File: config.mk
export PLATFORM = sky130hd
export DESIGN_NAME = tag_arith_unit
export DESIGN_NICKNAME = d
export VERILOG_FILES = /design/src/rtl/tag_arith_pkg.sv /design/src/rtl/tagArithDatapath.sv /design/src/rtl/tagArithControl.sv /design/src/rtl/tag_arith_unit.sv
export SDC_FILE = /design/constraint.sdc
export NUM_CORES = 1
export LEC_CHECK = 0
export ABC_CLOCK_PERIOD_IN_PS = 800
export BUFFER_PORTS_ARGS = -buffer_cell sky130_fd_sc_hd__buf_4
export CORE_ASPECT_RATIO = 1.1
export CORE_MARGIN = 8
export CORE_UTILIZATION = 45
export CTS_CLUSTER_DIAMETER = 40
export CTS_CLUSTER_SIZE = 8
export DETAILED_ROUTE_END_ITERATION = 12
export PLACE_DENSITY = 0.77
export SLEW_MARGIN = 20
export SYNTH_ARGS = -nofsm -noshare
export SYNTH_HDL_FRONTEND = slang
export SYNTH_SLANG_ARGS = --single-unit
export TNS_END_PERCENT = 30
File: constraint.sdc
create_clock -name clk -period 0.8 [get_ports clk]
set_input_delay 0.04 -clock clk [delete_from_list [all_inputs] [get_ports clk]]
set_output_delay 0.04 -clock clk [all_outputs]
set_load 0.02 [all_outputs]
File: src/rtl/tag_arith_pkg.sv
package tag_arith_pkg;
  // Strobes from control to datapath
  typedef struct packed {
    logic commit;
    logic trap;
  } ctlStrobe_t;

  // Condition codes
  typedef struct packed {
    logic n;
    logic z;
    logic v;
    logic c;
  } ccFlags_t;
endpackage

File: src/rtl/tagArithDatapath.sv
module tagArithDatapath
  import tag_arith_pkg::*;
#(
  parameter int W        = 32,
  parameter int TAG_BITS = 2
) (
  input  logic         clk,
  input  logic         rstN,
  input  logic         inSub,
  input  logic [W-1:0] opA,
  input  logic [W-1:0] opB,
  input  ctlStrobe_t   strobe,
  output logic         tagBad,
  output logic         arithOvf,
  output logic [W-1:0] resData,
  output ccFlags_t     flags
);
  localparam int MSB = W - 1;
  localparam logic [W-1:0] TAG_MASK = {{(W-TAG_BITS){1'b0}}, {TAG_BITS{1'b1}}};

  logic [W:0]   wideRes;
  logic [W-1:0] rawRes;
  logic         carryOut;
  logic         sameSign;
  logic         signFlip;
  ccFlags_t     nextFlags;

  // One adder handles both operations; bit W is the carry for an add and the borrow for a subtract
  always_comb begin
    if (inSub) wideRes = {1'b0, opA} - {1'b0, opB};
    else       wideRes = {1'b0, opA} + {1'b0, opB};
  end

  assign rawRes   = wideRes[MSB:0];
  assign carryOut = wideRes[W];
  assign sameSign = ~(opA[MSB] ^ opB[MSB]);
  assign signFlip = opA[MSB] ^ rawRes[MSB];
  assign arithOvf = (inSub ? ~sameSign : sameSign) & signFlip;
  assign tagBad   = |((opA | opB) & TAG_MASK);

  always_comb begin
    nextFlags.n = rawRes[MSB];
    nextFlags.z = (rawRes == '0);
    nextFlags.v = 1'b0;
    nextFlags.c = carryOut;
  end

  always_ff @(posedge clk or negedge rstN) begin
    if (!rstN) begin
      resData <= '0;
      flags   <= '0;
    end else if (strobe.commit) begin
      resData <= rawRes;
      flags   <= nextFlags;
    end
  end
endmodule

File: src/rtl/tagArithControl.sv
module tagArithControl
  import tag_arith_pkg::*;
(
  input  logic       clk,
  input  logic       rstN,
  input  logic       inValid,
  input  logic       tagBad,
  input  logic       arithOvf,
  output ctlStrobe_t strobe,
  output logic       trapPulse,
  output logic       resValid
);
  logic faulted;

  // The tag fault is checked first; either fault blocks the commit
  always_comb begin
    faulted       = tagBad ? 1'b1 : arithOvf;
    strobe.trap   = inValid & faulted;
    strobe.commit = inValid & ~faulted;
  end

  always_ff @(posedge clk or negedge rstN) begin
    if (!rstN) begin
      trapPulse <= 1'b0;
      resValid  <= 1'b0;
    end else begin
      trapPulse <= strobe.trap;
      resValid  <= strobe.commit;
    end
  end
endmodule

File: src/rtl/tag_arith_unit.sv
module tag_arith_unit
  import tag_arith_pkg::*;
#(
  parameter int W        = 32,
  parameter int TAG_BITS = 2
) (
  input  logic         clk,
  input  logic         rstN,
  input  logic         inValid,
  input  logic         inSub,
  input  logic [W-1:0] opA,
  input  logic [W-1:0] opB,
  output logic [W-1:0] resData,
  output logic         resValid,
  output logic         trapPulse,
  output logic         flagN,
  output logic         flagZ,
  output logic         flagV,
  output logic         flagC
);
  ctlStrobe_t strobe;
  ccFlags_t   flags;
  logic       tagBad;
  logic       arithOvf;

  tagArithDatapath #(.W(W), .TAG_BITS(TAG_BITS)) uDatapath (
    .clk(clk), .rstN(rstN), .inSub(inSub), .opA(opA), .opB(opB),
    .strobe(strobe), .tagBad(tagBad), .arithOvf(arithOvf),
    .resData(resData), .flags(flags)
  );

  tagArithControl uControl (
    .clk(clk), .rstN(rstN), .inValid(inValid), .tagBad(tagBad),
    .arithOvf(arithOvf), .strobe(strobe), .trapPulse(trapPulse),
    .resValid(resValid)
  );

  assign flagN = flags.n;
  assign flagZ = flags.z;
  assign flagV = flags.v;
  assign flagC = flags.c;
endmodule

======== Word-level counts from Yosys, hierarchy flattened ========
Cells that the tools add are included.
word-level totals
  flip-flop bits (word level) ............. 37
  input bits .............................. 68
  output and inout port bits .............. 38
  word-level logic and storage cells ...... 21
operators by class
  add/sub/neg operators ................... 2
  multiplexer cells ....................... 3
  bitwise logic cells ..................... 8
  reductions and logical operators ........ 2
operators with widths
  operator                      number
  adder 32 x 32 -> 33 bit       1
  2-to-1 mux 33 bit             1
  subtractor 32 x 32 -> 33 bit  1
  logical NOT 32 bit            1
  bitwise AND 1 bit             3
  2-to-1 mux 1 bit              2
  inverter 1 bit                2
  OR 2 bit                      1
  OR reduction 2 bit            1
  XOR 1 bit                     2

======== Longest topological paths before layout ========
Gate-level depths: netlist of run 1.
  depth after elaboration ................. 7
  depth in mapped cells ................... 21
  depth with buffers taken out ............ 19

======== Modules after synthesis ========
From an unflattened synthesis of run 1, not the netlist that was laid out.
second synthesis, totals
  cells, all modules ...................... 471
  area, all modules ....................... 3,970.1 sq um
by module, submodules not included
  module            instances  cells an instance  area each (sq um)  seq. area each (sq um)
  tagArithDatapath  1          467                3,900.0            850.8
  tagArithControl   1          4                  70.1               50.0

======== Worst setup path after synthesis of run 1 ========
No wires, ideal clock.
  path kind ............................... in2reg
  start ................................... input opB[3]
  end ..................................... register uDatapath.flags[3] (netlist name)
  arrival time ............................ 4.259 ns
  required time ........................... 0.672 ns
  path slack .............................. -3.587 ns
  stages on the path ...................... 17
  buffers on the path ..................... 2
  path through ............................ or4_1 or3_1 nor3_1 a21o_1 o21ai_0 xnor2_1 ha_1 clkbuf_1 and2_1 nand2_1 nor4_1 o2bb2ai_1 nor3_1 o31ai_2 o2111ai_4 buf_4 mux2_1
between the ends
  word-level cells in the longest chain between the ends .. 7
  elaborated cells on any way between the ends .. 8
ends and longest elaborated chain
  element                                                                         line                                            source
  start, declared                                                                 tag_arith_unit.sv:12                            input logic [W-1:0] opB,
  adder 32 x 32 -> 33 bit / subtractor 32 x 32 -> 33 bit (equally long branches)  tagArithDatapath.sv:31, tagArithDatapath.sv:30
  2-to-1 mux 33 bit (*)                                                           tagArithDatapath.sv:30                          if (inSub) wideRes = {1'b0, opA} - {1'b0, opB};
  XOR 1 bit                                                                       tagArithDatapath.sv:37                          assign signFlip = opA[MSB] ^ rawRes[MSB];
  bitwise AND 1 bit                                                               tagArithDatapath.sv:38                          assign arithOvf = (inSub ? ~sameSign : sameSign) & signFlip;
  2-to-1 mux 1 bit                                                                tagArithControl.sv:17                           faulted = tagBad ? 1'b1 : arithOvf;
  inverter 1 bit                                                                  tagArithControl.sv:19                           strobe.commit = inValid & ~faulted;
  bitwise AND 1 bit                                                               tagArithControl.sv:19
Every way passes the cells marked *; elsewhere a longest branch is shown, timed or not.
A chain may end at the register's enable or synchronous reset.

======== Worst setup path in the final report of run 1 ========
  start ................................... input opB[1]
  end ..................................... register uDatapath.resData[3]
between the ends
  word-level cells in the longest chain between the ends .. 7
  elaborated cells on any way between the ends .. 10
ends and longest elaborated chain
  element                                                                         line                                            source
  adder 32 x 32 -> 33 bit / subtractor 32 x 32 -> 33 bit (equally long branches)  tagArithDatapath.sv:31, tagArithDatapath.sv:30
  2-to-1 mux 33 bit                                                               tagArithDatapath.sv:30
  XOR 1 bit                                                                       tagArithDatapath.sv:37
  bitwise AND 1 bit                                                               tagArithDatapath.sv:38
  2-to-1 mux 1 bit                                                                tagArithControl.sv:17
  inverter 1 bit                                                                  tagArithControl.sv:19
  bitwise AND 1 bit                                                               tagArithControl.sv:19
  end signal, assigned                                                            tagArithDatapath.sv:53                          resData <= rawRes;
  end, declared                                                                   tagArithDatapath.sv:15                          output logic [W-1:0] resData,
Several ways; a longest one is shown, not always the timed one.

==> results of run 1 <==
[sequential cells by signal (all words and copies together) (netlist names)]
signal              flops
uControl.trapPulse      1
uDatapath.flags         3
uDatapath.resData      31
uControl.resValid       1
[area by class of cell]
| class | instances | area, um2 | share of cell area |
|---|---|---|---|
| Clock buffer | 6 | 72.57 | 0.009329 |
| Clock inverter | 1 | 5.005 | 0.0006434 |
| Inverter | 16 | 60.06 | 0.007721 |
| Multi-Input combinational cell | 469 | 3722 | 0.4785 |
| Sequential cell | 36 | 900.9 | 0.1158 |
| Tap cell | 120 | 150.1 | 0.01930 |
| Timing Repair Buffer | 345 | 2868 | 0.3687 |
[worst min path at each step]
stage                                                  end  depth (start not counted)  slack, ns
final                         uControl.trapPulse$_DFF_PN0_                          2       0.04
after CTS                     uControl.trapPulse$_DFF_PN0_                          2       0.04
after detailed placement  uDatapath.resData[0]$_DFFE_PN0P_                          1       0.01
after global routing          uControl.trapPulse$_DFF_PN0_                          2       0.04
after global placement    uDatapath.resData[0]$_DFFE_PN0P_                          1      0.001
after floorplan                uControl.resValid$_DFF_PN0_                          0      -0.26
[layer usage]
metal	global-route usage	vias up	share of wire
li1	-	2682	-
met1	0.2923	2641	0.43
met2	0.4389	144	0.52
met3	0.02445	20	0.036
met4	0.08115	0	0.015
met5	0	-	0
[cell usage after synthesis, drive strengths merged, types with 5 or more instances]
master / n
a211oi: 10
a21o: 16
a21oi: 34
a31oi: 11
and2: 6
and3: 8
buf: 13
clkbuf: 13
dfrtp: 36
ha: 34
inv: 16
mux2: 23
mux2i: 6
nand2: 43
nand3: 7
nor2: 46
nor3: 20
nor3b: 5
nor4: 5
o21a: 6
o21ai: 45
o21bai: 5
o31ai: 7
or3: 9
or4: 5
xnor2: 43
xor2: 13
[what timing repair did]
item                                    4_1_cts  5_1_grt
endpoints found under the setup margin       73       73
setup buffers                                10       12
cloned                                        2        1
resized for setup                            83       47
hold buffers                                  1        0
hold endpoints to repair                     36        0
pin swaps                                     9       29
[per-stage QoR]
step	setup WS [ns]	total power [mW]	setup TNS, ns	cells	utilization
floorplan	-3.333	7.454	-113.93	547	-
global placement	-3.693	12.02	-124.60	961	0.7154
detailed placement	-3.813	12.32	-128.72	961	0.7154
CTS	-3.366	14.75	-120.47	981	0.7718
global route	-3.644	16.25	-129.68	993	0.7981
finish	-3.481	15.43	-125.17	993	0.7981
[power breakdown]
part / internal (mW) / switching, mW
logic: 5.90 / 5.07
registers: 2.58 / 0.681
clock network: 0.591 / 0.611
[kinds of logic after synthesis]
logic type      count (synthesis)  share of synthesized area
other cells                     1                  0.0008457
compound gates                175                     0.2777
simple gates                  173                     0.1924
buf+inv                        42                    0.04289
xor+xnor                       56                     0.1106
mux                            29                    0.07195
fa+ha+maj                      35                     0.1005
flops                          36                     0.2032
==> results.sh, run 1 <==
export IMPL_r2r_start="uDatapath.resData[3]$_DFFE_PN0P_"
export IMPL_final_common_cell="buf_4"
export IMPL_die_width_um=110.6
export IMPL_grt_usage=0.2424
export IMPL_synthTopCellsByArea="dfrtp_1, ha_1, xnor2_1"
export IMPL_cpPeakStageDelay_ns=0.59
export IMPL_nFillCells=621
export IMPL_outcome="finished with violations"
export IMPL_portBuffers=104
export IMPL_hold_violations=0
export IMPL_drcViolationCount=0
export IMPL_slew_headroom=0.4375
export IMPL_die_area_um2=13290
export IMPL_cts_path_max_buffers=2
export IMPL_numCtsBuffers=5
export IMPL_setup_ws_ns=-3.481
export IMPL_path_max_fanout=8
export IMPL_firstDrtPassIters=5
export IMPL_setup_viol=73
export IMPL_p_leak_nw=3.856
export IMPL_skew_ns=0
export IMPL_crit_arrival_ns=4.45
export IMPL_grt_overflow=0
export IMPL_cap_violations=0
export IMPL_r2r_end="uDatapath.resData[3]$_DFFE_PN0P_"
export IMPL_cts_num_sinks=36
export IMPL_async_reset_ff_frac=1.000
export IMPL_cts_root_buf="clkbuf_8"
export IMPL_dpl_hpwl_um=13140
export IMPL_diodes=0
export IMPL_synthFlopType="dfrtp_1"
export IMPL_num_vias=5487
export IMPL_drt_iter0_markers=325
export IMPL_syn_area_um2=4434
export IMPL_synth_top_cell_area_share=0.2032
export IMPL_hold_ws_ns=0.04444
export IMPL_drive_gt1_frac=0.4903
export IMPL_worst_endpoint_required_ns=0.97
export IMPL_yosysUniqueCellTypes=72
export IMPL_synth_nets=650
export IMPL_startpoint="opB[1]"
export IMPL_grt_pass1_wl_um=27420
export IMPL_drv_slew=0
export IMPL_ys_seq_area_frac=0.2032
export IMPL_layout_min_cycle_time_ns=4.281
export IMPL_initial_core_util=0.4549
export IMPL_slowest_stage="or4_4"
export IMPL_cp_top_family="simple AND/OR/NAND/NOR gates"
export IMPL_critPathBufInv=4
export IMPL_die_h_um=120.1
export IMPL_yosysWarnings=0
export IMPL_postRouteAntennaNets=0
export IMPL_ctsHtreeMaxLevel=2
export IMPL_ys_seq_elements=36
export IMPL_antenna_found_initial=0
export IMPL_grt_pass1_vias=5734
export IMPL_cts_tree="done"
export IMPL_p_per_area_nw_per_um2=1984
export IMPL_drt_total_wl_um=17390
export IMPL_r2r_slack_ns=-0.01
export IMPL_clkTransAtPathRegs_ns=0.07
export IMPL_post_route_cell_area_um2=7779
export IMPL_vias_per_cell=5.526
export IMPL_clock_latency_ns=0.28
export IMPL_worst_pin_slew_ns=0.8361
export IMPL_synth_top_cell_by_area="dfrtp_1"
export IMPL_cp_num_cells=18
export IMPL_end_kind="register"
export IMPL_nets=976
export IMPL_critical_path_class="input pin to register"
export IMPL_syn_area_per_cell_um2=8.106
export IMPL_vdd_ir_drop_max_mv=1.085
export IMPL_ioPinCount=106
export IMPL_violations="negative setup slack"
export IMPL_fin_crit_sh=5.351
export IMPL_avgRoutedWirePerCell_um=17.52
export IMPL_worst_r2r_cell_count=1
export IMPL_start_kind="input pin"
export IMPL_final_cell_mix="buf_4, buf_6, nor2_1"
export IMPL_rows=38
export IMPL_areaGrowthSynthToFinish_pct=75.42
export IMPL_gp_congestion=0.9212
export IMPL_hold_start="inValid"
export IMPL_rsz0062_at_grt="yes"
export IMPL_hp_class="input pin to register"
export IMPL_synth_edff_count=0
export IMPL_crit_end="uDatapath.resData[3]$_DFFE_PN0P_"
export IMPL_crit_chain="buf_6 -> or4_4 -> or3_4 -> nor3_4 -> nor2_2 -> xnor2_1 -> ha_1 -> nand4_1 -> or4_4 -> a211oi_4 -> buf_6 -> o31ai_4 -> a211oi_2 -> a311oi_4 -> o2111ai_4 -> buf_6 -> buf_16 -> mux2_4"
export IMPL_place_area_um2=6973
export IMPL_crit_top_cell="buf_6"
export IMPL_coreArea_um2=9747
export IMPL_synthCells=547
export IMPL_clock_fmax_mhz=233.6
export IMPL_grt_max_degree=37
(Power assumes the default switching activity.)
==> inputs of run 2 (changes only) <==
Settings changed: PLACE_DENSITY 0.77 to 0.78, SKIP_LAST_GASP from default to 1, SYNTH_HIERARCHICAL from default to 1.
==> run 2 against run 1 <==
The flow still finishes with violations (negative setup slack). Critical path depth rose by 9. Die area shrank 9.0%. Sequential power down 2%. Maximum frequency shrank 14%. Utilization shrank 1.3 points. Clock skew unchanged. Worst setup slack got worse by 0.68 ns.
==> results.sh, run 2 <==
export IMPL_outcome="finished with violations"
export IMPL_violations="negative setup slack"
export IMPL_drt_total_wl_um=15230
export IMPL_cts_tree="done"
export IMPL_die_h_um=114.5
export IMPL_fin_crit_sh=6.197
export IMPL_portBuffers=104
export IMPL_critPathBufInv=1
export IMPL_cts_root_buf="clkbuf_8"
export IMPL_post_route_util=0.7855
export IMPL_final_cell_mix="buf_4, xnor2_1, a21oi_1"
export IMPL_place_area_um2=6255
export IMPL_vias_per_cell=5.555
export IMPL_skew_ns=0
export IMPL_ys_seq_elements=36
export IMPL_num_vias=4872
export IMPL_cap_violations=0
export IMPL_largest_reg_flops=32
export IMPL_fin_total_pwr_mw=13.96
export IMPL_hold_violations=0
export IMPL_async_reset_ff_frac=1.000
export IMPL_ioPinCount=106
export IMPL_grt_usage=0.2401
export IMPL_synth_edff_count=0
export IMPL_nets=865
export IMPL_antenna_found_initial=0
export IMPL_r2r_slack_ns=-0.03
export IMPL_path_max_fanout=3
export IMPL_nFillCells=573
export IMPL_dpl_hpwl_um=11300
export IMPL_syn_area_um2=3970
export IMPL_grt_overflow=0
export IMPL_grt_pass1_wl_um=24050
export IMPL_gp_congestion=0.9177
export IMPL_syn_area_per_cell_um2=8.429
export IMPL_synth_top_cell_area_share=0.2269
export IMPL_p_leak_nw=3.326
export IMPL_setup_tns_final_ns=-128.05
export IMPL_critical_path_class="input pin to register"
export IMPL_synthCells=471
export IMPL_cpPeakStageDelay_ns=0.40
export IMPL_ys_seq_area_frac=0.2269
export IMPL_diodes=0
export IMPL_synthTopCellsByArea="dfrtp_1, ha_1, xnor2_1"
export IMPL_cts_num_sinks=36
export IMPL_rsz0062_at_grt="yes"
export IMPL_setup_viol=73
export IMPL_synth_nets=574
export IMPL_hp_class="input pin to async pin"
export IMPL_clkTransAtPathRegs_ns=0.08
export IMPL_yosysWarnings=6
export IMPL_grt_pass1_vias=5074
export IMPL_areaGrowthSynthToFinish_pct=72.90
export IMPL_firstDrtPassIters=5
export IMPL_synthTopCellsByCount="a21oi_1, xnor2_1, nor2_1"
export IMPL_numCtsBuffers=5
export IMPL_top_regs="uDatapath/resData: 32 flops, uDatapath/flags: 2 flops"
export IMPL_vdd_ir_drop_max_mv=1.030
export IMPL_postRouteAntennaNets=0
export IMPL_clock_latency_ns=0.29
export IMPL_drcViolationCount=0
export IMPL_start_kind="input pin"
export IMPL_slowest_stage="or3_4"
export IMPL_cts_path_max_buffers=2
export IMPL_cp_num_cells=27
export IMPL_die_area_um2=12090
export IMPL_final_common_cell="buf_4"
export IMPL_slew_headroom=0.5896
export IMPL_drt_iter0_markers=200
export IMPL_initial_core_util=0.4543
export IMPL_rows=36
export IMPL_worst_pin_slew_ns=0.6079
export IMPL_drv_slew=0
export IMPL_die_width_um=105.6
export IMPL_layout_min_cycle_time_ns=4.958
export IMPL_yosysUniqueCellTypes=67
export IMPL_synthFlopType="dfrtp_1"
export IMPL_synth_top_cell_by_area="dfrtp_1"
export IMPL_post_route_cell_area_um2=6864
export IMPL_cp_top_family="simple AND/OR/NAND/NOR gates"
export IMPL_worst_r2r_cell_count=2
export IMPL_clock_fmax_mhz=201.7
export IMPL_drive_gt1_frac=0.5085
export IMPL_grt_max_degree=37
export IMPL_worst_endpoint_required_ns=1.00
export IMPL_synth_most_common_cell="a21oi_1"
export IMPL_top_register="uDatapath/resData"
export IMPL_setup_ws_ns=-4.158
export IMPL_p_per_area_nw_per_um2=2033
export IMPL_crit_arrival_ns=5.16
export IMPL_end_kind="register"
export IMPL_coreArea_um2=8738
export IMPL_avgRoutedWirePerCell_um=17.37
export IMPL_ctsHtreeMaxLevel=2
-- run 2: layout make-up --
class	instances	area [um2]	share of cell area
multi-input cells	400	3206	0.4670
repair buffers	303	2441	0.3556
inverters	16	66.31	0.009661
clock buffers	6	72.57	0.01057
flip-flops and latches	36	900.9	0.1312
clock inverters	2	35.03	0.005104
well taps	114	142.6	0.02078
-- run 2: worst paths after layout --
kind                                                   start                           endpoint
setup / recovery                                      opB[4]     uDatapath/flags[2]$_DFFE_PN0P_
hold / removal                                          rstN   uDatapath/resData[2]$_DFFE_PN0P_
setup reg to reg           uDatapath/resData[21]$_DFFE_PN0P_  uDatapath/resData[21]$_DFFE_PN0P_
hold reg to reg               uDatapath/flags[0]$_DFFE_PN0P_     uDatapath/flags[0]$_DFFE_PN0P_
max in group asynchronous                               rstN     uDatapath/flags[0]$_DFFE_PN0P_
min in group clk                                      opA[1]   uDatapath/resData[1]$_DFFE_PN0P_
-- run 2: routing by layer --
metal,global-route usage,share of wire,up-vias
li1,-,-,2318
met1,0.2668,0.40,2334
met2,0.4561,0.51,177
met3,0.03885,0.053,43
met4,0.06948,0.033,0
met5,0,0,-
-- run 2: logic make-up (layout without fill, tap and decap cells) --
family / count (synthesis) / after routing / synth area share
flip-flops: 36 / 36 / 0.2269
multiplexers: 26 / 26 / 0.07280
AND/OR/NAND/NOR: 141 / 141 / 0.1872
other: 1 / 1 / 0.0009446
AO/OA/AOI/OAI: 143 / 143 / 0.2439
adder cells (fa/ha/maj): 35 / 35 / 0.1122
buffers and inverters: 35 / 327 / 0.03687
XOR/XNOR: 54 / 54 / 0.1191
-- run 2: power by group --
group	internal [mW]	switching [mW]	leakage, nW	total, mW
Clock	0.925	0.671	0.0552	1.60
Sequential	2.60	0.594	0.446	3.19
Combinational	4.69	4.48	2.83	9.17
-- run 2: metrics by stage --
stage                     setup WS, ns  hold slack (ns)  std cells
after floorplan                 -3.976          -0.2556        471
after global placement          -4.335          0.01147        846
after detailed placement        -4.543          0.02114        846
after CTS                       -4.022           0.2443        872
after global routing            -4.435           0.2846        877
final                           -4.158           0.2346        877
-- run 2: worst register-to-register path, delay by kind of cell (launching register included) --
family / cells / cell delay [ns]
flip-flops: 1 / 0.38
AO/OA/AOI/OAI: 1 / 0.21
AND/OR/NAND/NOR: 1 / 0.14
-- run 2: what timing repair did --
item,CTS,global route
hold buffers,2,0
buffers inserted,12,5
gates resized for setup,33,22
cloned,4,1
endpoints found under the setup margin,73,73
pin swaps,14,11
endpoints found under the hold margin,37,0
==> inputs of run 3 (changes only) <==
Settings changed: ABC_CLOCK_PERIOD_IN_PS 800 to 5000.
Clock period 0.8 ns to 5 ns, I/O delays scaled along.
==> run 3 against run 2 <==
The run still ends with negative setup slack left. Utilization down 11 points. Die area unchanged. Sequential share of layout area up 2.2 points. Count of clock-buffer cells in the layout down 1. Final cell count down 11%. Global-route usage down 3.8 points. First-iteration DRC count down 10%. Sequential power down 84%.
==> results.sh, run 3 (same netlist as run 2, synthesis figures left out) <==
export IMPL_hold_start="inValid"
export IMPL_hp_class="input pin to register"
export IMPL_path_max_fanout=4
export IMPL_setup_ws_ns=-0.2149
export IMPL_grt_pass1_vias=4482
export IMPL_violations="negative setup slack"
export IMPL_die_area_um2=12090
export IMPL_drcViolationCount=0
export IMPL_ctsHtreeMaxLevel=2
export IMPL_gp_congestion=0.9078
export IMPL_drv_slew=0
export IMPL_min_to="uControl/trapPulse$_DFF_PN0_"
export IMPL_instances_no_fill=782
export IMPL_rows=36
export IMPL_portBuffers=104
export IMPL_antenna_found_initial=0
export IMPL_nets=770
export IMPL_clock_latency_ns=0.29
export IMPL_drive_gt1_frac=0.4207
export IMPL_worst_pin_slew_ns=0.7244
export IMPL_diodes=0
export IMPL_slowest_stage="ha_1"
export IMPL_areaGrowthSynthToFinish_pct=48.25
export IMPL_end_kind="register"
export IMPL_highest_layer="met4"
export IMPL_grt_overflow=0
export IMPL_crit_top_cell="nor3b_4"
export IMPL_hold_violations=0
export IMPL_critical_path_class="input pin to register"
export IMPL_r2r_start="uDatapath/resData[21]$_DFFE_PN0P_"
export IMPL_outcome="finished with violations"
export IMPL_drt_iter0_markers=180
export IMPL_cap_violations=0
export IMPL_top_regs="uDatapath/resData: 32 flops, uDatapath/flags: 2 flops"
export IMPL_final_common_cell="buf_4"
export IMPL_drt_total_wl_um=12750
export IMPL_start_kind="input pin"
export IMPL_grt_pass1_wl_um=20560
export IMPL_ioPinCount=106
export IMPL_grt_max_degree=39
export IMPL_firstDrtPassIters=4
export IMPL_place_area_um2=5507
export IMPL_p_leak_nw=2.788
export IMPL_whs_path_depth=2
export IMPL_cts_path_max_buffers=2
export IMPL_cts_num_sinks=36
export IMPL_num_vias=4332
export IMPL_avgRoutedWirePerCell_um=16.31
export IMPL_setup_viol=1
export IMPL_r2r_slack_ns=4.14
export IMPL_cts_tree="done"
export IMPL_cp_top_family="simple AND/OR/NAND/NOR gates"
export IMPL_met1_length_um=5257
export IMPL_final_cell_mix="buf_4, xnor2_1, a21oi_1"
export IMPL_wl_met2_um=6478
export IMPL_placed_cells=757
export IMPL_largest_reg_flops=32
export IMPL_clock_fmax_mhz=191.8
export IMPL_dr_wl_met3_um=730
export IMPL_crit_arrival_ns=5.41
export IMPL_clkTransAtPathRegs_ns=0.07
export IMPL_p_per_area_nw_per_um2=332.7
export IMPL_grt_usage=0.2018
export IMPL_numCtsBuffers=5
export IMPL_die_width_um=105.6
export IMPL_fin_crit_sh=1.043
export IMPL_coreArea_um2=8738
export IMPL_top_register="uDatapath/resData"
export IMPL_die_h_um=114.5
export IMPL_setup_tns_final_ns=-0.2149
export IMPL_slew_headroom=0.5110
export IMPL_layout_min_cycle_time_ns=5.215
export IMPL_dp_slack_ns=-0.6330
export IMPL_worst_r2r_cell_count=2
export IMPL_vdd_ir_drop_max_mv=0.1646
export IMPL_postRouteAntennaNets=0
export IMPL_r2r_end="uDatapath/resData[21]$_DFFE_PN0P_"
export IMPL_fin_total_pwr_mw=1.958
export IMPL_post_route_cell_area_um2=5886
export IMPL_cts_root_buf="clkbuf_8"
export IMPL_dpl_hpwl_um=10500
export IMPL_rsz0062_at_grt="yes"
export IMPL_critPathBufInv=4
export IMPL_initial_core_util=0.4543
export IMPL_vias_per_cell=5.540
export IMPL_skew_ns=0
export IMPL_cpPeakStageDelay_ns=0.34
export IMPL_worst_endpoint_required_ns=5.20
[run 3: cell types whose count changed in the layout (fill, tap and decap cells not counted), moves of 3 or more]
| cell | delta |
|---|---|
| buf_12 | -3 |
| nand2_1 | +3 |
| mux2_4 | -10 |
| mux2_2 | +10 |
| nor2_4 | -5 |
| nand2_2 | -3 |
| o21ai_0 | +3 |
| buf_16 | -4 |
| buf_4 | -84 |
| nor2_1 | +5 |
[run 3: final cells by class]
class / count / area [um2]
Multi-Input combinational cell: 400 / 3083
Inverter: 16 / 65.06
Clock buffer: 5 / 68.82
Tap cell: 114 / 142.6
Clock inverter: 3 / 42.54
Sequential cell: 36 / 900.9
Fill cell: 724 / 2853
Timing Repair Buffer: 208 / 1583
[run 3: report_power, final]
group	leakage (nW)	switching [mW]	internal, mW
logic	2.29	0.627	0.576
registers	0.446	0.0883	0.415
clock network	0.0541	0.104	0.147
total	2.79	0.819	1.14
[run 3: how the worst max path moves through the flow]
stage / from / end / slack (ns) / cells past startpoint
after global routing: opB[1] / uDatapath/flags[2]$_DFFE_PN0P_ / -0.57 / 31
after floorplan: opB[6] / uDatapath/flags[2]$_DFFE_PN0P_ / -0.04 / 26
final: opB[1] / uDatapath/flags[2]$_DFFE_PN0P_ / -0.21 / 31
after detailed placement: opB[0] / uDatapath/flags[2]$_DFFE_PN0P_ / -0.63 / 29
after global placement: opB[6] / uDatapath/flags[2]$_DFFE_PN0P_ / -0.37 / 27
after CTS: opB[0] / uDatapath/flags[2]$_DFFE_PN0P_ / -0.27 / 30
[run 3: what timing repair did]
item | 4_1_cts | 5_1_grt
hold buffers | 1 | 0
setup buffers | 8 | 8
endpoints found under the hold margin | 36 | 0
setup endpoints to repair | 1 | 29
pin swaps | 7 | 29
gates resized for setup | 8 | 24
[run 3: per-stage QoR]
stage | hold slack, ns | utilization
5_1_grt | 0.2137 | 0.6735
4_1_cts | 0.2005 | 0.6545
6_report | 0.2074 | 0.6735
2_1_floorplan | -0.04559 | -
3_3_place_gp | 0.2174 | 0.6302
3_5_place_dp | 0.2223 | 0.6302
[run 3: per-layer routing]
layer / vias up / track usage
met1: 2045 / 0.2278
met2: 136 / 0.3667
met3: 22 / 0.04561
met5: - / 0
met4: 0 / 0.06385
li1: 2129 / -
